[src/rtl/iss_pkg.sv]
package iss_pkg;
   typedef enum logic [1:0] {
      OP_FIX  = 2'd0,
      OP_FADD = 2'd1,
      OP_FMUL = 2'd2,
      OP_FDIV = 2'd3
   } iss_op_e;

   localparam int NQ = 4; // queried fields: sa, sb, ix, dst
endpackage

[src/rtl/iss_slot_timer.sv]
module iss_slot_timer #(
   parameter int SLOTS = 8,
   parameter int CW    = 16
) (
   input  logic          clk,
   input  logic          rst_n,
   output logic          last_slot,
   output logic [CW-1:0] major
);
   localparam int SW = (SLOTS > 1) ? $clog2(SLOTS) : 1;

   generate
      if (SLOTS == 1) begin : g_single
         assign last_slot = 1'b1;
      end else begin : g_multi
         logic [SW-1:0] slot;
         always_ff @(posedge clk or negedge rst_n) begin
            if (!rst_n)                       slot <= '0;
            else if (slot == SW'(SLOTS - 1))  slot <= '0;
            else                              slot <= slot + SW'(1);
         end
         assign last_slot = (slot == SW'(SLOTS - 1));
      end
   endgenerate

   always_ff @(posedge clk or negedge rst_n) begin
      if (!rst_n)         major <= '0;
      else if (last_slot) major <= major + CW'(1);
   end

   p_cycle_step_r9: assert property (@(posedge clk) disable iff (!rst_n)
      last_slot |=> major == $past(major) + CW'(1));
   p_cycle_hold_r9: assert property (@(posedge clk) disable iff (!rst_n)
      !last_slot |=> $stable(major));
endmodule

[src/rtl/iss_scoreboard.sv]
module iss_scoreboard #(
   parameter int NREGS = 26,
   parameter int RW    = 5,
   parameter int LW    = 3,
   parameter int NQ    = 4
) (
   input  logic             clk,
   input  logic             rst_n,
   input  logic             adv,
   input  logic             wr,
   input  logic [RW-1:0]    wr_idx,
   input  logic [LW-1:0]    wr_lat,
   input  logic [NQ*RW-1:0] q_idx,
   output logic [NQ-1:0]    q_busy
);
   logic [LW-1:0]      cnt [NREGS];
   logic [NREGS-1:0]   busy_v;
   logic [2**RW-1:0]   busy_pad;

   for (genvar r = 0; r < NREGS; r++) begin : g_reg
      always_ff @(posedge clk or negedge rst_n) begin
         if (!rst_n)
            cnt[r] <= '0;
         else if (adv && wr && wr_idx == RW'(r))
            cnt[r] <= wr_lat - LW'(1);
         else if (adv && cnt[r] != '0)
            cnt[r] <= cnt[r] - LW'(1);
      end
      assign busy_v[r] = (cnt[r] != '0);

      p_fwd_free_r3: assert property (@(posedge clk) disable iff (!rst_n)
         (adv && wr && wr_idx == RW'(r) && wr_lat == LW'(1)) |=> !busy_v[r]);
      p_long_hold_r6: assert property (@(posedge clk) disable iff (!rst_n)
         (adv && wr && wr_idx == RW'(r) && wr_lat > LW'(1)) |=> busy_v[r]);
   end

   always_comb begin
      busy_pad = '0;
      busy_pad[NREGS-1:0] = busy_v;
   end

   for (genvar q = 0; q < NQ; q++) begin : g_query
      assign q_busy[q] = busy_pad[q_idx[q*RW +: RW]];
   end
endmodule

[src/rtl/iss_ix_hazard.sv]
module iss_ix_hazard #(
   parameter int RW = 5
) (
   input  logic          clk,
   input  logic          rst_n,
   input  logic          adv,
   input  logic          issue,
   input  logic          we,
   input  logic [RW-1:0] dst,
   input  logic          ix_use,
   input  logic [RW-1:0] ix,
   output logic          hazard
);
   logic          prev_valid;
   logic          prev_we;
   logic [RW-1:0] prev_dst;

   always_ff @(posedge clk or negedge rst_n) begin
      if (!rst_n) begin
         prev_valid <= 1'b0;
         prev_we    <= 1'b0;
         prev_dst   <= '0;
      end else if (adv) begin
         prev_valid <= issue;
         if (issue) begin
            prev_we  <= we;
            prev_dst <= dst;
         end
      end
   end

   assign hazard = prev_valid && prev_we && ix_use && (ix == prev_dst);

   p_penalty_once_r4: assert property (@(posedge clk) disable iff (!rst_n)
      (hazard && adv && !issue) |=> !hazard);
endmodule

[src/rtl/iss_issue_unit.sv]
module iss_issue_unit #(
   parameter int NREGS   = 26,
   parameter int SLOTS   = 8,
   parameter int LAT_MUL = 2,
   parameter int LAT_DIV = 7,
   parameter int CW      = 16,
   parameter int RW      = $clog2(NREGS)
) (
   input  logic          clk,
   input  logic          rst_n,
   input  logic          in_valid,
   input  logic [1:0]    in_op,
   input  logic          in_dst_we,
   input  logic [RW-1:0] in_dst,
   input  logic          in_sa_use,
   input  logic [RW-1:0] in_sa,
   input  logic          in_sb_use,
   input  logic [RW-1:0] in_sb,
   input  logic          in_ix_use,
   input  logic [RW-1:0] in_ix,
   output logic          in_ready,
   output logic          issue_pulse,
   output logic          illegal_pulse,
   output logic [CW-1:0] issue_cycle,
   output logic [CW-1:0] cycle_count,
   output logic [CW-1:0] stall_total
);
   import iss_pkg::*;
   localparam int LW = $clog2(LAT_DIV + 1);

   initial begin
      assert (NREGS >= 2 && (2 ** RW) >= NREGS) else $error("RW too small for NREGS");
      assert (SLOTS >= 1) else $error("SLOTS must be positive");
      assert (LAT_MUL >= 1 && LAT_DIV >= LAT_MUL) else $error("latency ordering");
   end

   logic          last_slot;
   logic          hz;
   logic          illegal, busy_any, blocked, accept, issue;
   logic [NQ-1:0] q_busy, q_use;
   logic [LW-1:0] lat;
   iss_op_e       op;

   iss_slot_timer #(.SLOTS(SLOTS), .CW(CW)) u_timer (
      .clk(clk), .rst_n(rst_n), .last_slot(last_slot), .major(cycle_count));

   assign q_use   = {in_dst_we, in_ix_use, in_sb_use, in_sa_use};
   assign illegal = (in_dst_we && int'(in_dst) >= NREGS) || (in_ix_use && int'(in_ix) >= NREGS)
                 || (in_sa_use && int'(in_sa) >= NREGS) || (in_sb_use && int'(in_sb) >= NREGS);

   iss_scoreboard #(.NREGS(NREGS), .RW(RW), .LW(LW), .NQ(NQ)) u_sb (
      .clk(clk), .rst_n(rst_n), .adv(last_slot), .wr(issue && in_dst_we),
      .wr_idx(in_dst), .wr_lat(lat), .q_idx({in_dst, in_ix, in_sb, in_sa}),
      .q_busy(q_busy));

   iss_ix_hazard #(.RW(RW)) u_hz (
      .clk(clk), .rst_n(rst_n), .adv(last_slot), .issue(issue), .we(in_dst_we),
      .dst(in_dst), .ix_use(in_ix_use), .ix(in_ix), .hazard(hz));

   assign op = iss_op_e'(in_op);
   always_comb begin
      case (op)
         OP_FMUL: lat = LW'(LAT_MUL);
         OP_FDIV: lat = LW'(LAT_DIV);
         default: lat = LW'(1);
      endcase
   end

   assign busy_any = |(q_busy & q_use);
   assign blocked  = busy_any || hz;
   assign in_ready = last_slot && (illegal || !blocked);
   assign accept   = in_valid && in_ready;
   assign issue    = accept && !illegal;

   always_ff @(posedge clk or negedge rst_n) begin
      if (!rst_n) begin
         issue_pulse   <= 1'b0;
         illegal_pulse <= 1'b0;
         issue_cycle   <= '0;
         stall_total   <= '0;
      end else begin
         issue_pulse   <= issue;
         illegal_pulse <= accept && illegal;
         if (issue) issue_cycle <= cycle_count;
         if (last_slot && in_valid && !illegal && blocked)
            stall_total <= stall_total + CW'(1);
      end
   end

   logic          seen_iss;
   logic [CW-1:0] last_iss;
   always_ff @(posedge clk or negedge rst_n) begin
      if (!rst_n) begin
         seen_iss <= 1'b0;
         last_iss <= '0;
      end else if (issue_pulse) begin
         seen_iss <= 1'b1;
         last_iss <= issue_cycle;
      end
   end

   p_order_r2: assert property (@(posedge clk) disable iff (!rst_n)
      (issue_pulse && seen_iss) |-> issue_cycle > last_iss);
   p_no_dual_r8: assert property (@(posedge clk) disable iff (!rst_n)
      !(issue_pulse && illegal_pulse));
   p_stall_edge_r10: assert property (@(posedge clk) disable iff (!rst_n)
      !last_slot |=> $stable(stall_total));
   p_iss_edge_r9: assert property (@(posedge clk) disable iff (!rst_n)
      issue_pulse |-> issue_cycle == cycle_count - CW'(1));
endmodule

[config.mk]
export PLATFORM = sky130hd
export DESIGN_NAME = iss_issue_unit
export DESIGN_NICKNAME = d
export VERILOG_FILES = /design/src/rtl/iss_pkg.sv /design/src/rtl/iss_slot_timer.sv /design/src/rtl/iss_scoreboard.sv /design/src/rtl/iss_ix_hazard.sv /design/src/rtl/iss_issue_unit.sv
export SDC_FILE = /design/constraint.sdc
export NUM_CORES = 1
export LEC_CHECK = 0
export ABC_AREA = 1
export BUFFER_PORTS_ARGS = -buffer_cell sky130_fd_sc_hd__buf_4
export CAP_MARGIN = 40
export CORE_MARGIN = 1.5
export CORE_UTILIZATION = 65
export DETAILED_ROUTE_END_ITERATION = 10
export PLACE_DENSITY_LB_ADDON = 0.25
export SYNTH_ARGS = -nofsm -noshare
export SYNTH_HDL_FRONTEND = slang
export SYNTH_SLANG_ARGS = --single-unit
export TNS_END_PERCENT = 20
[constraint.sdc]
create_clock -name clk -period 4.8 [get_ports clk]
set_clock_uncertainty 0.15 [all_clocks]
set_input_delay 0.96 -clock clk [delete_from_list [all_inputs] [get_ports clk]]
set_output_delay 0.96 -clock clk [all_outputs]
set_load 0.02 [all_outputs]
==> results.yml, run 1 <==
power:
  total_power_uw: 5040
  leakagePower_uw: 0.00560
  power_density_nw_per_um2: 490
  max-vdd-ir-drop_mv: 0.327
yosys:
  syn_avg_cell_area_um2: 7.06
  syn_nets: 1352
  ys_seq_area_frac: 0.386
  ys_ff_latch: 138
  syn_inst: 1267
  synth_area_um2: 8950
  synth_warnings: 0
  synthDistinctLibCells: 32
clocking:
  clock_sinks: 138
  clk_path_buf_depth: 2
  cts_hold_buf: 0
  clk_latency_ns: 0.44
  htreeDepth: 4
  cts_setup_buffers: 0
  cts_resized: 0
  cts_buffers: 17
  tritoncts: "built"
  path_clk_slew_ns: 0.06
  cts-root-buf: "clkbuf_16"
place:
  gp_congestion: 0.969
  hpwl_um: 15600
  portBuffers: 79
worst_setup_path:
  crit_fanout: 14
  worst_path_max_delay_cell: "dfrtp_1"
  startpoint_type: "flip-flop"
  crit_path_end_kind: "primary output"
  cp.arrival_ns: 2.97
  cp_data_required_time_ns: 3.69
  worstSetupPathType: "reg2out"
  path_cells: "inv_1 > ha_1 > ha_1 > inv_1 > o21ai_0 > nor2_1 > nor2_1 > nand2_1 > nand3_1 > nand3_1 > nor2_2 > nand2_2 > a21oi_1 > buf_4"
  critPathMaxStageDelay_ns: 0.36
run:
  maxCapViolCount: 0
cells_and_area:
  area_growth_pct: 14.9
  nets: 1425
  nFillCells: 1019
  antenna_cells: 0
  drive_gt1_frac: 0.0998
sta:
  relSlewSlack: 0.614
  hold_viol: 0
  fin_setup_tns_ns: 0
  rsz0062_at_grt: "no"
  max_freq_ghz: 0.245
  worst_slew_pin_slew_ns: 0.577
  finalCriticalPeriod_ns: 4.08
  finalMaxSlewViolations: 0
  setup-violations-final: 0
  fin_crit_sh: 0.849
floorplan:
  core_um2: 13300
  num_rows: 42
  dieWidth_um: 120
  initial_core_util: 0.670
  die_y_um: 120
  die_area_um2: 14500
  io_pins: 80
route:
  avgRoutedWirePerCell_um: 14.6
  vias_per_cell: 5.50
  dr.pass1.iters: 5
  drt-total-wl_um: 22300
  route.detailed.drc: 0
  drtAntennaViolNets: 0
  drt_iter0_drc: 769
  via_count: 8410
grt:
  grt_pass1_vias: 8014
  grt_usage: 0.326
  antenna_found_initial: 0
  grt_max_degree: 77
  grt_pass1_wl_um: 37300
  grt-ovfl-total: 0
hold_path:
  hp-class: "in2async"
outcome:
  status: "completed"
critical path, delay by kind of cell (launching register included):
family / cells / cell delay (ns)
adder cells (fa/ha/maj): 2 / 0.41
AO/OA/AOI/OAI: 2 / 0.44
AND/OR/NAND/NOR: 7 / 0.91
flip-flops: 1 / 0.36
buffers and inverters: 3 / 0.39
layer usage:
layer | vias up | global-route usage | wire length (um) | share of wire
met5 | - | 0 | 0 | 0
met4 | 0 | 0.124 | 601 | 0.027
met3 | 58 | 0.0670 | 1600 | 0.072
met2 | 309 | 0.541 | 10700 | 0.48
met1 | 3937 | 0.423 | 9350 | 0.42
li1 | 4106 | - | - | -
registers in the layout (all words and copies together) (netlist names), 3 cells and up:
| signal | count |
|---|---|
| stall_total | 16 |
| u_hz.prev_dst | 5 |
| u_timer.g_multi.slot | 3 |
| issue_cycle | 16 |
| u_timer.major | 16 |
| u_sb.cnt | 78 |
layout by cell type, fill, tap and decap left out, types with 2 or more instances in the layout:
cell type,instances
nand2_1,391
clkinv_4,2
nor2_1,97
buf_4,83
clkinvlp_4,2
nand3_1,78
nand4_1,16
o211ai_1,3
xnor2_1,10
dfrtp_1,138
nor3_1,21
nor2_4,4
clkbuf_16,17
a21oi_1,9
inv_1,207
ha_1,56
bufinv_16,3
xor2_1,44
nand2_2,7
inv_2,5
clkbuf_1,2
inv_6,4
nor4_1,2
o21ai_1,32
o21ai_0,106
nor3b_1,2
kinds of logic after synthesis:
group,Yosys count,share of synthesized area
flip-flops,138,0.386
XOR/XNOR,54,0.0529
AO/OA/AOI/OAI,153,0.0870
AND/OR/NAND/NOR,623,0.290
adder cells (fa/ha/maj),56,0.0783
buffers and inverters,243,0.106
path summary, 6_finish.rpt:
path / from / end / slack, ns / cells after the start
worst max-delay path: u_sb.cnt[45]$_DFFE_PN0P_ / in_ready / 0.72 / 14
worst min-delay path: rst_n / u_sb.cnt[69]$_DFFE_PN0P_ / 0.23 / 1
worst max register to register: u_sb.cnt[45]$_DFFE_PN0P_ / u_sb.cnt[72]$_DFFE_PN0P_ / 1.15 / 16
worst min register to register: u_timer.g_multi.slot[0]$_DFF_PN0_ / u_timer.g_multi.slot[0]$_DFF_PN0_ / 0.31 / 1
max in group asynchronous: rst_n / u_sb.cnt[34]$_DFFE_PN0P_ / 3.10 / 3
min in group clk: u_timer.g_multi.slot[0]$_DFF_PN0_ / u_timer.g_multi.slot[0]$_DFF_PN0_ / 0.31 / 1
cells in the mapped netlist, drive strengths merged:
master | n | area share
o211ai | 3 | 0.0025
dfrtp | 138 | 0.39
or2 | 1 | 0.00070
nor4 | 3 | 0.0028
nand2 | 398 | 0.17
nor3 | 21 | 0.012
or3 | 1 | 0.00070
o21ai | 138 | 0.077
nor2 | 102 | 0.046
xor2 | 44 | 0.043
nand3 | 79 | 0.046
nor3b | 2 | 0.0017
a21oi | 9 | 0.0050
nand4 | 16 | 0.011
o22ai | 1 | 0.00070
buf | 17 | 0.011
a31oi | 1 | 0.00070
clkbuf | 14 | 0.0059
inv | 212 | 0.089
ha | 56 | 0.078
o21bai | 1 | 0.00084
xnor2 | 10 | 0.0098
metrics by stage:
stage,std cells,hold slack (ns),util,setup slack (ns),cell area [um2]
6_report,1529,0.231,0.771,0.725,10300
5_1_grt,1529,0.240,0.771,0.602,10300
4_1_cts,1529,0.232,0.771,0.764,10300
3_5_place_dp,1497,0.308,0.725,1.04,9680
3_3_place_gp,1496,0.264,0.723,1.05,9650
2_1_floorplan,1267,0.253,-,1.17,8950
area by class of cell:
class	count	area (um2)	area share
clock buffer	20	447	0.0434
clock inverter	12	163	0.0158
sequential	138	3450	0.336
inverter	212	796	0.0774
tap	176	220	0.0214
timing repair buffer	85	662	0.0644
multi-input combinational	886	4540	0.442
where the power goes:
part	internal [uW]	total [uW]	leakage, uW	switching (uW)
registers	1520	1700	0.00174	175
logic	752	1980	0.00356	1230
clock network	837	1350	0.000292	518
total	3110	5040	0.00560	1920
Power figures use the tool's default switching activity.
==> run 2, diff against run 1 <==
--- a/config.mk
+++ b/config.mk
@@ -9,7 +9,7 @@
 export BUFFER_PORTS_ARGS = -buffer_cell sky130_fd_sc_hd__buf_4
 export CAP_MARGIN = 40
 export CORE_MARGIN = 1.5
-export CORE_UTILIZATION = 65
+export CORE_UTILIZATION = 61
 export DETAILED_ROUTE_END_ITERATION = 10
 export PLACE_DENSITY_LB_ADDON = 0.25
 export SYNTH_ARGS = -nofsm -noshare
==> constraint.sdc (replaced) <==
create_clock -name clk -period 3.8 [get_ports clk]
set_clock_uncertainty 0.15 [all_clocks]
set_input_delay 0.76 -clock clk [delete_from_list [all_inputs] [get_ports clk]]
set_output_delay 0.76 -clock clk [all_outputs]
set_load 0.02 [all_outputs]
==> run 2 against run 1 <==
Against the previous run:
- register-to-register slack worse by 0.59 ns
- flip-flop and latch count stayed put
- highest routed layer unchanged
- worst hold slack worse by 0.070 ns
- worst setup slack got worse by 0.57 ns
- count of clock-buffer cells in the layout down 3
- cell count rose by 0.72%
- non-clock buffer count grew 3
- first-iteration DRC count shrank 1.2%
==> results.yml, run 2 (synthesized netlist as in run 1, its figures left out) <==
place:
  portBuffers: 79
  gp_congestion: 0.997
  hpwl_um: 15600
  pre_cts_ws_ns: 0.483
clocking:
  clk_path_buf_depth: 2
  cts-root-buf: "clkbuf_16"
  htreeDepth: 4
  path_clk_slew_ns: 0.07
  clk_latency_ns: 0.43
  tritoncts: "built"
  cts_setup_buffers: 0
  cts_buffers: 17
  clock_sinks: 138
route:
  via_count: 8201
  drt_iter0_drc: 760
  avgRoutedWirePerCell_um: 14.3
  vias_per_cell: 5.33
  drt-total-wl_um: 22000
  drtAntennaViolNets: 0
  dr.pass1.iters: 6
  route.detailed.drc: 0
floorplan:
  io_pins: 80
  die_y_um: 124
  initial_core_util: 0.620
  core_um2: 14400
  num_rows: 44
  die_area_um2: 15400
  dieWidth_um: 124
cells_and_area:
  final_common_cell: "nand2_1"
  nFillCells: 1201
  nets: 1428
  top_register: "u_sb.cnt"
  largest_reg_flops: 78
  area_growth_pct: 15.0
  final_cell_mix: "nand2_1 (391), inv_1 (207), dfrtp_1 (138)"
  antenna_cells: 0
  drive_gt1_frac: 0.103
sta:
  max_freq_ghz: 0.274
  fin_setup_tns_ns: 0
  setup-violations-final: 0
  finalMaxSlewViolations: 0
  finalCriticalPeriod_ns: 3.64
  rsz0062_at_grt: "no"
  relSlewSlack: 0.436
  worst_slew_pin_slew_ns: 0.843
  worst_slack_ns: 0.155
  hold_viol: 0
  fin_crit_sh: 0.959
power:
  max-vdd-ir-drop_mv: 0.348
  total_power_uw: 6320
  leakagePower_uw: 0.00561
  power_density_nw_per_um2: 615
grt:
  antenna_found_initial: 0
  grt_pass1_wl_um: 35600
  grt_pass1_vias: 7406
  grt-ovfl-total: 0
  grt_max_degree: 65
  grt_usage: 0.299
worst_setup_path:
  path_cells: "inv_1 > ha_1 > ha_1 > inv_1 > o21ai_0 > nor2_1 > nor2_1 > nand2_1 > nand3_1 > nand3_1 > nor2_2 > nand2_4 > a21oi_1 > buf_4"
  critPathMaxStageDelay_ns: 0.36
  cp_data_required_time_ns: 2.89
  cp.arrival_ns: 2.73
  worstSetupPathType: "reg2out"
  worst_path_max_delay_cell: "dfrtp_1"
  crit_fanout: 14
  startpoint_type: "flip-flop"
  crit_path_end_kind: "primary output"
outcome:
  status: "completed"
run:
  maxCapViolCount: 0
hold_path:
  hp-class: "in2async"
[run 2: cell types whose count changed in the layout (fill, tap and decap cells not counted), sizes merged]
cell    previous run  this run
bufinv             3         1
inv              216       223
clkinv             3         1
clkbuf            20        17
buf               85        88
[run 2: what timing repair did]
| action | 4_1_cts | 5_1_grt |
|---|---|---|
| hold buffers | 0 | 0 |
| gates resized for setup | 0 | 1 |
| setup endpoints to repair | 0 | 1 |
[run 2: through the flow]
stage | util | hold WS, ns | std cells | area, um2
CTS | 0.713 | 0.182 | 1540 | 10300
global route | 0.713 | 0.205 | 1540 | 10300
finish | 0.713 | 0.160 | 1540 | 10300
global placement | 0.672 | 0.269 | 1508 | 9690
detailed placement | 0.672 | 0.268 | 1508 | 9690
floorplan | - | 0.253 | 1267 | 8950
[run 2: critical path: cells and delay by family, from the launching register on]
family / cells / cell delay [ns]
AOI/OAI and AO/OA: 2 / 0.34
adders and majority gates: 2 / 0.41
DFF: 1 / 0.36
buffers and inverters: 3 / 0.38
and+or+nand+nor: 7 / 0.82
[run 2: cell type report]
| class | instances | area [um2] | share of cell area |
|---|---|---|---|
| clock buffers | 17 | 425 | 0.0414 |
| clock inverters | 15 | 168 | 0.0163 |
| inverters | 212 | 796 | 0.0774 |
| multi-input cells | 886 | 4550 | 0.442 |
| flip-flops and latches | 138 | 3450 | 0.336 |
| well taps | 184 | 230 | 0.0224 |
| repair buffers | 88 | 664 | 0.0646 |
[run 2: report_power, final]
| part | switching, uW | internal [uW] | total (uW) |
|---|---|---|---|
| sequential | 224 | 1920 | 2150 |
| clock | 736 | 939 | 1680 |
| combinational | 1550 | 950 | 2500 |
| total | 2510 | 3810 | 6320 |
[run 2: routing by layer]
layer	vias up	share of wire	global-route usage
met5	-	0	0
met4	0	0.024	0.114
met3	43	0.071	0.0527
met2	304	0.46	0.481
met1	3747	0.44	0.404
li1	4107	-	-
[run 2: worst paths after layout]
kind	from	to	slack [ns]	cells past startpoint
min	rst_n	u_sb.cnt[70]$_DFFE_PN0P_	0.16	1
min reg2reg	u_timer.g_multi.slot[0]$_DFF_PN0_	u_timer.g_multi.slot[0]$_DFF_PN0_	0.28	1
max in group asynchronous	rst_n	u_sb.cnt[52]$_DFFE_PN0P_	2.54	2
max	u_sb.cnt[45]$_DFFE_PN0P_	in_ready	0.16	14
min in group clk	u_timer.g_multi.slot[0]$_DFF_PN0_	u_timer.g_multi.slot[0]$_DFF_PN0_	0.28	1
max reg2reg	u_sb.cnt[45]$_DFFE_PN0P_	u_sb.cnt[72]$_DFFE_PN0P_	0.56	16
==> run 3, diff against run 2 <==
--- a/config.mk
+++ b/config.mk
@@ -9,7 +9,7 @@
 export BUFFER_PORTS_ARGS = -buffer_cell sky130_fd_sc_hd__buf_4
 export CAP_MARGIN = 40
 export CORE_MARGIN = 1.5
-export CORE_UTILIZATION = 61
+export CORE_UTILIZATION = 55
 export DETAILED_ROUTE_END_ITERATION = 10
 export PLACE_DENSITY_LB_ADDON = 0.25
 export SYNTH_ARGS = -nofsm -noshare
==> constraint.sdc (replaced) <==
create_clock -name clk -period 3.1 [get_ports clk]
set_clock_uncertainty 0.15 [all_clocks]
set_input_delay 0.62 -clock clk [delete_from_list [all_inputs] [get_ports clk]]
set_output_delay 0.62 -clock clk [all_outputs]
set_load 0.02 [all_outputs]
==> run 3 against run 2 <==
Against the previous run:
- the run now ends with negative hold slack left
- power increased by 35%
- routed wire length increased by 3.5%
- flip-flop and latch count unchanged
- combinational power increased by 55%
- via count increased by 1.2%
- non-clock buffer count increased by 18
- sequential power increased by 23%
- first-iteration DRC count decreased by 2.5%
- sequential share of layout area decreased by 2.2 points
- critical path depth increased by 2
- cell area increased by 6.9%
- register-to-register slack got worse by 0.28 ns
- largest power group unchanged
- highest routed layer unchanged
==> results.yml, run 3 (synthesized netlist as in run 1, its figures left out) <==
outcome:
  status: "complete, but fails checks"
  failed_checks: "negative hold slack"
worst_setup_path:
  crit_path_end_kind: "primary output"
  critPathMaxStageDelay_ns: 0.38
  crit_fanout: 3
  startpoint_type: "flip-flop"
  cp.arrival_ns: 2.28
  worstSetupPathType: "reg2out"
  path_cells: "inv_1 > ha_2 > ha_4 > nand2_2 > o21ai_2 > nand2_1 > nand2_1 > nand2_1 > nand2_1 > nor2_1 > nor2_1 > nor2_2 > nor2_4 > nand2_4 > a21oi_2 > buf_6"
  path_common_cell: "nand2_1"
  cp_data_required_time_ns: 2.33
  worst_path_max_delay_cell: "dfrtp_1"
floorplan:
  die_y_um: 131
  initial_core_util: 0.563
  dieWidth_um: 131
  die_area_um2: 17000
  io_pins: 80
  core_um2: 15900
  num_rows: 46
clocking:
  cts-root-buf: "clkbuf_16"
  clk_latency_ns: 0.43
  cts_hold_buf: 0
  htreeDepth: 4
  clock_sinks: 138
  cts_buffers: 17
  path_clk_slew_ns: 0.06
  tritoncts: "built"
  clk_path_buf_depth: 2
cells_and_area:
  area_growth_pct: 22.9
  top_register: "u_sb.cnt"
  layout.cells.non_filler: 1590
  largest_reg_flops: 78
  nets: 1446
  final_common_cell: "nand2_1"
  final_cell_mix: "nand2_1 (385), inv_1 (176), dfrtp_1 (138)"
  drive_gt1_frac: 0.186
  antenna_cells: 0
sta:
  max_freq_ghz: 0.328
  fin_setup_tns_ns: 0
  hold_viol: 6
  finalMaxSlewViolations: 0
  hold_slack_ns: -0.0101
  rsz0062_at_grt: "yes"
  worst_slew_pin_slew_ns: 0.562
  finalCriticalPeriod_ns: 3.05
  setup-violations-final: 0
  relSlewSlack: 0.625
  worst_slack_ns: 0.0519
  fin_crit_sh: 0.983
route:
  drtAntennaViolNets: 0
  avgRoutedWirePerCell_um: 14.3
  drt-total-wl_um: 22800
  dr.pass1.iters: 7
  route.detailed.drc: 0
  drt_iter0_drc: 741
  via_count: 8303
  vias_per_cell: 5.22
power:
  leakagePower_uw: 0.00568
  max-vdd-ir-drop_mv: 0.436
  power_density_nw_per_um2: 774
grt:
  antenna_found_initial: 0
  grt-ovfl-total: 0
  grt_usage: 0.275
  grt_max_degree: 57
  grt_pass1_vias: 7783
  grt_pass1_wl_um: 36700
place:
  gp_congestion: 0.958
  hpwl_um: 15800
  portBuffers: 79
  dp.cells: 1546
  pre_cts_ws_ns: 0.196
hold_path:
  hp-class: "in2async"
run:
  maxCapViolCount: 0
-- run 3: changes by cell type in the layout (fill, tap and decap cells not counted), sizes merged --
cell | before | now
buf | 88 | 106
inv | 223 | 220
clkinv | 1 | 4
-- run 3: worst paths after layout --
kind                                                         from                                end  slack (ns)  cells past startpoint
worst max-delay path                     u_sb.cnt[37]$_DFFE_PN0P_                           in_ready        0.05                     16
worst min-delay path                                        rst_n           u_sb.cnt[69]$_DFFE_PN0P_       -0.01                      1
min in group clk                u_timer.g_multi.slot[0]$_DFF_PN0_  u_timer.g_multi.slot[0]$_DFF_PN0_        0.27                      1
worst max register to register           u_sb.cnt[37]$_DFFE_PN0P_           u_sb.cnt[48]$_DFFE_PN0P_        0.28                     19
worst min register to register  u_timer.g_multi.slot[0]$_DFF_PN0_  u_timer.g_multi.slot[0]$_DFF_PN0_        0.27                      1
max in group asynchronous                                   rst_n         stall_total[1]$_DFFE_PN0P_        2.05                      2
-- run 3: critical path, delay by kind of cell (launching register included) --
kind	cells	cell delay, ns
AND/OR/NAND/NOR	10	0.72
flip-flops	1	0.38
adder cells (fa/ha/maj)	2	0.37
buffers and inverters	2	0.19
AO/OA/AOI/OAI	2	0.19
-- run 3: timing repair --
action	4_1_cts	5_1_grt
cloned	0	0
endpoints found under the setup margin	1	7
resized for setup	66	73
buffers inserted	6	6
pin swaps	18	45
-- run 3: per-layer routing --
layer  share of wire  vias to the layer above  global-route usage
met5               0                        -                   0
met4           0.019                        0               0.103
met3           0.060                       48              0.0546
met2            0.48                      263               0.452
met1            0.44                     3846               0.362
li1                -                     4146                   -
-- run 3: power breakdown --
group          switching, uW  total [uW]  leakage, uW  internal, uW
sequential               294        2650      0.00174          2360
combinational           2170        3870      0.00365          1700
clock                    862        1990     0.000281          1130
total                   3330        8510      0.00568          5180
-- run 3: layout make-up --
class	instances	area (um2)
multi-input combinational	886	5060
clock buffer	17	425
clock inverter	15	154
fill	1289	4890
inverter	212	801
timing repair buffer	106	828
tap	216	270
sequential	138	3450
-- run 3: through the flow --
stage / utilization / area, um2 / total power [uW] / hold WS, ns
after floorplan: - / 8950 / 4760 / 0.174
after global placement: 0.617 / 9800 / 5470 / 0.265
after detailed placement: 0.617 / 9800 / 5620 / 0.266
after CTS: 0.672 / 10700 / 8070 / 0.00872
after global routing: 0.692 / 11000 / 9250 / 0.0364
final: 0.692 / 11000 / 8510 / -0.0101
